**config.mk**
```make
export PLATFORM = sky130hd
export DESIGN_NAME = segx_pt_unit
export DESIGN_NICKNAME = d
export VERILOG_FILES = /design/src/rtl/segx_pkg.sv /design/src/rtl/segx_regfile.sv /design/src/rtl/segx_decode.sv /design/src/rtl/segx_walk.sv /design/src/rtl/segx_pt_unit.sv
export SDC_FILE = /design/constraint.sdc
export NUM_CORES = 1
export LEC_CHECK = 0
export ABC_AREA = 1
export ABC_CLOCK_PERIOD_IN_PS = 5300
export BUFFER_PORTS_ARGS = -buffer_cell sky130_fd_sc_hd__buf_2
export CORE_UTILIZATION = 39
export DETAILED_ROUTE_END_ITERATION = 8
export PLACE_DENSITY = 0.67
export SLEW_MARGIN = 20
export SYNTH_ARGS = -nofsm -noshare
export SYNTH_HDL_FRONTEND = slang
export SYNTH_SLANG_ARGS = --single-unit
export TNS_END_PERCENT = 100
```
**constraint.sdc**
```tcl
create_clock -name clk -period 5.3 [get_ports clk]
set_input_delay 0.265 -clock clk [delete_from_list [all_inputs] [get_ports clk]]
set_output_delay 0.265 -clock clk [all_outputs]
set_load 0.05 [all_outputs]
```
**src/rtl/segx_pkg.sv**
```systemverilog
package segx_pkg;
  typedef enum logic [1:0] {
    FLT_NONE    = 2'd0,
    FLT_SEG     = 2'd1,
    FLT_BOUND   = 2'd2,
    FLT_INVALID = 2'd3
  } fault_e;

  typedef enum logic [1:0] {
    ST_IDLE  = 2'd0,
    ST_ISSUE = 2'd1,
    ST_WAIT  = 2'd2,
    ST_RESP  = 2'd3
  } walk_state_e;
endpackage

```
**src/rtl/segx_regfile.sv**
```systemverilog
module segx_regfile #(
  parameter int ADDR_W   = 32,
  parameter int SEG_BITS = 2,
  parameter int BOUND_W  = 19
) (
  input  logic                clk,
  input  logic                rst_n,
  input  logic                cfg_we,
  input  logic [SEG_BITS-1:0] cfg_seg,
  input  logic                cfg_field,
  input  logic [ADDR_W-1:0]   cfg_wdata,
  input  logic [SEG_BITS-1:0] rd_seg,
  output logic [ADDR_W-1:0]   rd_base,
  output logic [BOUND_W-1:0]  rd_bound
);
  localparam int NSLOT = 1 << SEG_BITS;

  logic [NSLOT*ADDR_W-1:0]  base_flat;
  logic [NSLOT*BOUND_W-1:0] bound_flat;

  assign base_flat[ADDR_W-1:0]   = '0;
  assign bound_flat[BOUND_W-1:0] = '0;

  for (genvar g = 1; g < NSLOT; g++) begin : g_seg
    logic [ADDR_W-1:0]  base_q,  base_d;
    logic [BOUND_W-1:0] bound_q, bound_d;
    logic               base_en, bound_en;

    always_comb begin
      base_en  = cfg_we && (cfg_seg == SEG_BITS'(g)) && !cfg_field;
      bound_en = cfg_we && (cfg_seg == SEG_BITS'(g)) &&  cfg_field;
      base_d   = base_en  ? cfg_wdata : base_q;
      bound_d  = bound_en ? cfg_wdata[BOUND_W-1:0] : bound_q;
    end

    always_ff @(posedge clk or negedge rst_n) begin
      if (!rst_n) begin
        base_q  <= '0;
        bound_q <= '0;
      end else begin
        base_q  <= base_d;
        bound_q <= bound_d;
      end
    end

    assign base_flat[g*ADDR_W +: ADDR_W]    = base_q;
    assign bound_flat[g*BOUND_W +: BOUND_W] = bound_q;
  end

  assign rd_base  = base_flat[rd_seg*ADDR_W +: ADDR_W];
  assign rd_bound = bound_flat[rd_seg*BOUND_W +: BOUND_W];
endmodule

```
**src/rtl/segx_decode.sv**
```systemverilog
module segx_decode
  import segx_pkg::*;
#(
  parameter int ADDR_W    = 32,
  parameter int PAGE_BITS = 12,
  parameter int SEG_BITS  = 2,
  parameter int PTE_SHIFT = 2,
  parameter int BOUND_W   = 19
) (
  input  logic [ADDR_W-1:0]    vaddr,
  input  logic [ADDR_W-1:0]    seg_base,
  input  logic [BOUND_W-1:0]   seg_bound,
  output logic [SEG_BITS-1:0]  seg,
  output logic [PAGE_BITS-1:0] offset,
  output logic [ADDR_W-1:0]    pte_addr,
  output fault_e               early_fault
);
  localparam int VPN_W = ADDR_W - PAGE_BITS - SEG_BITS;

  logic [VPN_W-1:0] vpn;

  always_comb begin
    seg      = vaddr[ADDR_W-1 -: SEG_BITS];
    vpn      = vaddr[PAGE_BITS +: VPN_W];
    offset   = vaddr[PAGE_BITS-1:0];
    pte_addr = seg_base + (ADDR_W'(vpn) << PTE_SHIFT);
    if (seg == '0)
      early_fault = FLT_SEG;
    else if (BOUND_W'(vpn) >= seg_bound)
      early_fault = FLT_BOUND;
    else
      early_fault = FLT_NONE;
  end
endmodule

```
**src/rtl/segx_walk.sv**
```systemverilog
module segx_walk
  import segx_pkg::*;
#(
  parameter int ADDR_W    = 32,
  parameter int PAGE_BITS = 12
) (
  input  logic                 clk,
  input  logic                 rst_n,
  input  logic                 req_valid,
  input  fault_e               early_fault,
  input  logic [ADDR_W-1:0]    pte_addr,
  input  logic [PAGE_BITS-1:0] offset,
  output logic                 req_ready,
  output logic                 mem_req,
  output logic [ADDR_W-1:0]    mem_addr,
  input  logic                 mem_rvalid,
  input  logic [ADDR_W-1:0]    mem_rdata,
  output logic                 resp_valid,
  output logic                 resp_fault,
  output logic [1:0]           resp_cause,
  output logic [ADDR_W-1:0]    resp_paddr
);
  localparam int FRAME_W = ADDR_W - PAGE_BITS;

  walk_state_e          state_q, state_d;
  logic [ADDR_W-1:0]    addr_q, addr_d;
  logic [PAGE_BITS-1:0] off_q, off_d;
  fault_e               cause_q, cause_d;
  logic [ADDR_W-1:0]    paddr_q, paddr_d;
  logic                 accept;
  logic [FRAME_W-1:0]   frame;
  logic                 entry_ok;

  assign frame    = mem_rdata[ADDR_W-1 -: FRAME_W];
  assign entry_ok = mem_rdata[0];
  assign accept   = req_valid && (state_q == ST_IDLE);

  always_comb begin
    state_d = state_q;
    addr_d  = addr_q;
    off_d   = off_q;
    cause_d = cause_q;
    paddr_d = paddr_q;
    unique case (state_q)
      ST_IDLE: if (accept) begin
        addr_d = pte_addr;
        off_d  = offset;
        if (early_fault != FLT_NONE) begin
          cause_d = early_fault;
          paddr_d = '0;
          state_d = ST_RESP;
        end else begin
          state_d = ST_ISSUE;
        end
      end
      ST_ISSUE: state_d = ST_WAIT;
      ST_WAIT: if (mem_rvalid) begin
        state_d = ST_RESP;
        if (entry_ok) begin
          cause_d = FLT_NONE;
          paddr_d = {frame, off_q};
        end else begin
          cause_d = FLT_INVALID;
          paddr_d = '0;
        end
      end
      ST_RESP: state_d = ST_IDLE;
      default: state_d = ST_IDLE;
    endcase
  end

  always_ff @(posedge clk or negedge rst_n) begin
    if (!rst_n) begin
      state_q <= ST_IDLE;
      addr_q  <= '0;
      off_q   <= '0;
      cause_q <= FLT_NONE;
      paddr_q <= '0;
    end else begin
      state_q <= state_d;
      addr_q  <= addr_d;
      off_q   <= off_d;
      cause_q <= cause_d;
      paddr_q <= paddr_d;
    end
  end

  assign req_ready  = (state_q == ST_IDLE);
  assign mem_req    = (state_q == ST_ISSUE);
  assign mem_addr   = addr_q;
  assign resp_valid = (state_q == ST_RESP);
  assign resp_fault = (cause_q != FLT_NONE);
  assign resp_cause = cause_q;
  assign resp_paddr = paddr_q;
endmodule

```
**src/rtl/segx_pt_unit.sv**
```systemverilog
module segx_pt_unit
  import segx_pkg::*;
#(
  parameter int ADDR_W    = 32,
  parameter int PAGE_BITS = 12,
  parameter int SEG_BITS  = 2,
  parameter int PTE_BYTES = 4
) (
  input  logic                clk,
  input  logic                rst_n,
  input  logic                cfg_we,
  input  logic [SEG_BITS-1:0] cfg_seg,
  input  logic                cfg_field,
  input  logic [ADDR_W-1:0]   cfg_wdata,
  input  logic                req_valid,
  input  logic [ADDR_W-1:0]   req_vaddr,
  output logic                req_ready,
  output logic                mem_req,
  output logic [ADDR_W-1:0]   mem_addr,
  input  logic                mem_rvalid,
  input  logic [ADDR_W-1:0]   mem_rdata,
  output logic                resp_valid,
  output logic                resp_fault,
  output logic [1:0]          resp_cause,
  output logic [ADDR_W-1:0]   resp_paddr
);
  localparam int VPN_W     = ADDR_W - PAGE_BITS - SEG_BITS;
  localparam int BOUND_W   = VPN_W + 1;
  localparam int PTE_SHIFT = $clog2(PTE_BYTES);

  logic [SEG_BITS-1:0]  seg;
  logic [ADDR_W-1:0]    seg_base;
  logic [BOUND_W-1:0]   seg_bound;
  logic [PAGE_BITS-1:0] offset;
  logic [ADDR_W-1:0]    pte_addr;
  fault_e               early_fault;

  segx_regfile #(.ADDR_W(ADDR_W), .SEG_BITS(SEG_BITS), .BOUND_W(BOUND_W)) u_regs (
    .clk(clk), .rst_n(rst_n), .cfg_we(cfg_we), .cfg_seg(cfg_seg),
    .cfg_field(cfg_field), .cfg_wdata(cfg_wdata), .rd_seg(seg),
    .rd_base(seg_base), .rd_bound(seg_bound)
  );

  segx_decode #(.ADDR_W(ADDR_W), .PAGE_BITS(PAGE_BITS), .SEG_BITS(SEG_BITS),
                .PTE_SHIFT(PTE_SHIFT), .BOUND_W(BOUND_W)) u_dec (
    .vaddr(req_vaddr), .seg_base(seg_base), .seg_bound(seg_bound),
    .seg(seg), .offset(offset), .pte_addr(pte_addr), .early_fault(early_fault)
  );

  segx_walk #(.ADDR_W(ADDR_W), .PAGE_BITS(PAGE_BITS)) u_walk (
    .clk(clk), .rst_n(rst_n), .req_valid(req_valid), .early_fault(early_fault),
    .pte_addr(pte_addr), .offset(offset), .req_ready(req_ready),
    .mem_req(mem_req), .mem_addr(mem_addr), .mem_rvalid(mem_rvalid),
    .mem_rdata(mem_rdata), .resp_valid(resp_valid), .resp_fault(resp_fault),
    .resp_cause(resp_cause), .resp_paddr(resp_paddr)
  );
endmodule

```
# ---- Word level (Yosys, flattened, before mapping)
# Index checks and enable logic that the tools add are counted.
dict set report op_classes {
  reduce_logical 19
  n_shift 2
  order_cmp 1
  n_mul 1
  addsub 1
  mux 16
  eq_ne 9
}
# op count
set op_table {}
lappend op_table {{32-bit two-way mux} 4}
lappend op_table {{128-bit by 8-bit indexed part select with 32-bit output} 1}
lappend op_table {{76-bit by 8-bit indexed part select with 19-bit output} 1}
lappend op_table {{32-bit one-hot mux with 2 select lines} 1}
lappend op_table {{32-bit by 20-bit adder with 32-bit output} 1}
lappend op_table {{18-bit by 19-bit greater-or-equal comparator with 1-bit output} 1}
lappend op_table {{2-bit two-way mux} 9}
lappend op_table {{1-bit logical AND} 10}
lappend op_table {{2-bit == test (second input constant)} 4}
lappend op_table {{2-bit one-hot mux with 4 select lines} 1}
lappend op_table {{2-bit by 5-bit multiplier with 7-bit output (second input constant)} 1}
lappend op_table {{2-bit nonzero test} 3}
lappend op_table {{2-bit by 1-bit == test with 1-bit output (second input constant)} 2}
lappend op_table {{2-bit zero test} 2}
lappend op_table {{2-bit by 1-bit != test with 1-bit output (second input constant)} 2}
lappend op_table {{2-bit one-hot mux with 2 select lines} 1}
lappend op_table {{2-bit AND reduction} 2}
lappend op_table {{4-bit AND reduction} 1}
lappend op_table {{2-bit != test (second input constant)} 1}
lappend op_table {{1-bit zero test} 1}
dict set report totals {
  output_inout_bits 70
  reg_bits 233
  elab_cells 60
}

# ---- Longest topological paths before layout
dict set report depth {
  word_depth 9
  depth_mapped 21
}

# ---- Modules after synthesis
# A second synthesis with hierarchy kept.
dict set report hier_totals {
  cells_unflattened 1860
  hier_area_um2 13523.0
}
# mod cells_each seq_area_each_um2 area_per_inst_um2 n_inst
set modules_own_cells {}
lappend modules_own_cells {segx_regfile 1051 3828.7 7551.0 1}
lappend modules_own_cells {segx_walk 354 2001.9 3525.9 1}
lappend modules_own_cells {segx_decode 455 0.0 2446.1 1}

# ---- Worst setup path after synthesis
# Ideal clock, no wire load.
dict set report synth_timing {
  kind {in2reg}
  start {in req_vaddr[30]}
  end {reg u_walk.addr_q[16] (netlist: u_walk.mem_addr[16])}
  setup_slack_ns 2.621
  path_buffers 4
  arrival_ns 2.562
  t_required_ns 5.182
  cell_stages 18
  cell_sequence {buf_6 inv_6 buf_2 buf_2 buf_2 nor2_1 o21ai_0 ha_1 fa_1 nand2_1 nand3_1 nand2_1 o21ai_0 nand4_1 nand2_1 or2_2 nand3_1 nand2_1}
}
dict set report synth_via {
  elab_chain_cells 2
}
# item line
set synth_lines {}
lappend synth_lines {{start, declared} segx_pt_unit.sv:16} ;# input logic [ADDR_W-1:0] req_vaddr,
lappend synth_lines {{128-bit by 8-bit indexed part select with 32-bit output} segx_regfile.sv:50} ;# assign rd_base = base_flat[rd_seg*ADDR_W +: ADDR_W];
lappend synth_lines {{32-bit by 20-bit adder with 32-bit output} segx_decode.sv:26} ;# pte_addr = seg_base + (ADDR_W'(vpn) << PTE_SHIFT);
lappend synth_lines {{end signal, assigned} segx_walk.sv:81} ;# addr_q <= addr_d;
lappend synth_lines {{end, declared} segx_walk.sv:26} ;# logic [ADDR_W-1:0] addr_q, addr_d;
# No other way between the ends.
# A chain may end at the register's enable or synchronous reset.

# ---- Worst setup path after layout
dict set report layout_timing {
  start {reg u_walk.state_q[0]}
  end {reg u_walk.addr_q[30] (netlist: u_walk.mem_addr[30])}
}
dict set report layout_via {
  elab_chain_cells 3
}
# item line
set layout_lines {}
lappend layout_lines {{start, declared} segx_walk.sv:25} ;# walk_state_e state_q, state_d;
lappend layout_lines {{start signal, assigned} segx_walk.sv:80} ;# state_q <= state_d;
lappend layout_lines {{2-bit zero test (*)} {segx_walk.sv:36, segx_walk.sv:44}}
lappend layout_lines {{1-bit logical AND} segx_walk.sv:36} ;# assign accept = req_valid && (state_q == ST_IDLE);
lappend layout_lines {{2-bit AND reduction (no source line) (*)} -}
# Mark *: on every way between the ends. The rest lies on a longest branch, timed or not.

==> run metrics <==
status=finished clean; CTS tree=yes; Starting Density=0.401; DR WL/cell=15.6 um; unrepaired setup endpoints after global routing=false; Max IR drop VDD=about 0.00025 V; later-pin clock latency in the skew report=0.52 ns; cts repair resizes=0; Mapped Cells=1438; Die ar.=between 30000 and 40000 um^2; Mean Syn Cell Area=between 8 and 9 um^2; Vias=between 10000 and 15000; Iter 0 DRT Violations=782; cell taking the most area after synthesis=dfrtp_1; Static Leakage=just under 7 nW; Synth Register Bits=roughly 230; routability cong.=about 0.85; Layout Nets=between 1500 and 2000; vias in the first global route=just under 10000; syn nets=approximately 1600; Fill cells=2874; clock tree buffer depth=3; post-synthesis async set-or-reset flop share=1.00; Post-synth EDFFs=0; Area contributors post-synth=dfrtp_1 (50%), nand2_1 (16%), o21ai_0 (10%), ha_1 (4.3%), a21oi_1 (2.8%); synthesized cell area=about 12000 um^2; first-pass GRT wire length=50200 um; Buffers on Ports=162; critical path data arrival time=between 3 and 4 ns; Synth top area share=0.502; Crit Path Category=flop to flop; GRT overflow=0; TritonRoute pass-1 iters=8; largest net degree at the start of global routing=~140; Main synth FF type=dfrtp_1; vias per cell=~5.0; share of cells above drive strength 1=0.179; WP data required=between 5 and 6 ns; Worst-path clk slew=0.06 ns; Pwr Density=~490 nW/um^2; Setup TNS=0 ns; wirelength, routed=between 30000 and 40000 um; post-route ant nets=0; Slew Viols, Final=0; CTS H-tree lvls=1; Core ar.=roughly 29000 um^2; CTS Buf Count=25; HP Class=input pin to flop; # hold bufs at CTS=25; DRC=0; count of final setup violators=0; slew margin rel.=0.291; most common cell in the netlist=nand2_1; worst slew pin tran=between 1 and 1.5 ns; crit end category=flop; Boundary Pins=about 170; Final period util=0.581; fmax=about 0.32 GHz; Rows=62; Final min period=slightly above 3 ns; die width=around 170 um; die height=175 um; setup bufs post-CTS=0; Max Cap Violations=0; clock sink count=around 230; sequential-to-total area share from yosys stat=0.502; Fin Clk Skew=0.00821 ns; Layout area overhead=18.3%; commonest cells in the netlist=nand2_1 (483), o21ai_0 (234), dfrtp_1 (233), inv_1 (86), nor2_1 (70); Distinct cells, synth=between 40 and 50; Ant. Diodes=0; Fin Hold WS=~0.015 ns; Final Hold Fails=0; worst-path fanout max=54; cell area after placement=12700 um^2; yosys warns=0; Design Area, Final=~14000 um^2; root buffer cell=clkbuf_16; Tot Pwr=a little under 7 mW; hpwl dp=roughly 20000 um; All-Layer GR Usage=0.205; Startpoint Class=flop; initial antenna violation count=0
-- cells in the final DEF (no fill, tap or decap), types with 25 or more instances in the layout --
| cell | netlist | layout |
|---|---|---|
| nand3_1 | 42 | 42 |
| inv_1 | 86 | 86 |
| dfrtp_1 | 233 | 233 |
| nand2_1 | 483 | 479 |
| buf_2 | 10 | 161 |
| clkbuf_16 | 0 | 25 |
| a21oi_1 | 66 | 66 |
| nand2_2 | 27 | 31 |
| dlygate4sd3_1 | 0 | 25 |
| o21ai_0 | 234 | 234 |
| nor2_1 | 70 | 70 |
| ha_1 | 40 | 40 |
-- where the power goes --
part | internal [mW] | switching [mW] | leakage, nW
sequential | 2.27 | 0.268 | 2.97
combinational | 0.668 | 1.88 | 3.59
clock | 1.00 | 0.686 | 0.389
total | 3.94 | 2.83 | 6.94
-- flip-flops by register name (all words and copies together), names as in the netlist --
| name | count |
|---|---|
| u_walk.resp_paddr | 32 |
| u_walk.off_q | 12 |
| u_regs.g_seg.base_q | 96 |
| u_regs.g_seg.bound_q | 57 |
| u_walk.resp_cause | 2 |
| u_walk.mem_addr | 32 |
| u_walk.state_q | 2 |
-- layout make-up --
class                   instances  area [um^2]  area share
flip-flops and latches        233         5830       0.424
multi-input cells            1046         5110       0.372
repair buffers                202         1200      0.0875
clock buffers                  36          737      0.0536
well taps                     384          480      0.0349
inverters                      90          343      0.0249
clock inverters                 4         45.0     0.00328
-- per-layer routing --
layer / share of wire / global-route usage / up-vias
met4: 0.019 / 0.0518 / 0
met3: 0.059 / 0.0337 / 40
met2: 0.47 / 0.345 / 301
li1: - / - / 4977
met1: 0.45 / 0.275 / 4734
met5: 0 / 0 / -
-- kinds of logic (layout without fill, tap and decap cells) --
family / after synthesis / count (layout) / synth area share
and+or+nand+nor: 660 / 660 / 0.234
AOI/OAI and AO/OA: 335 / 335 / 0.153
DFF: 233 / 233 / 0.502
buffers and inverters: 159 / 332 / 0.0593
adders and majority gates: 41 / 41 / 0.0448
xor gates and xnor gates: 10 / 10 / 0.00753
-- per-stage QoR --
stage	std cells	util	setup WS, ns
floorplan	1438	-	2.62
global placement	1929	0.438	1.83
detailed placement	1929	0.438	1.80
CTS	1994	0.473	2.20
global route	1995	0.474	1.95
finish	1995	0.474	2.22
-- final timing paths --
kind | startpoint | to | slack, ns | depth (start not counted)
max reg2reg | u_walk.state_q[0] | u_walk.mem_addr[30] | 2.22 | 7
min reg2reg | u_walk.mem_addr[29] | u_walk.mem_addr[29] | 0.47 | 2
max in group asynchronous | rst_n | u_walk.mem_addr[25] | 3.87 | 3
max | u_walk.state_q[0] | u_walk.mem_addr[30] | 2.22 | 7
min in group asynchronous | rst_n | u_walk.resp_paddr[28] | 0.28 | 2
min | mem_rdata[14] | u_walk.resp_paddr[14] | 0.01 | 3
-- critical path, stage by stage, from the launching register on --
cell	delay [ns]
dfrtp_1	0.37
inv_1	0.09
ha_1	0.26
nand2_2	0.79
clkinv_1	0.75
buf_4	0.46
nand3_1	0.16
nand2_1	0.06
No activity file was read; power rests on OpenSTA's default activity.
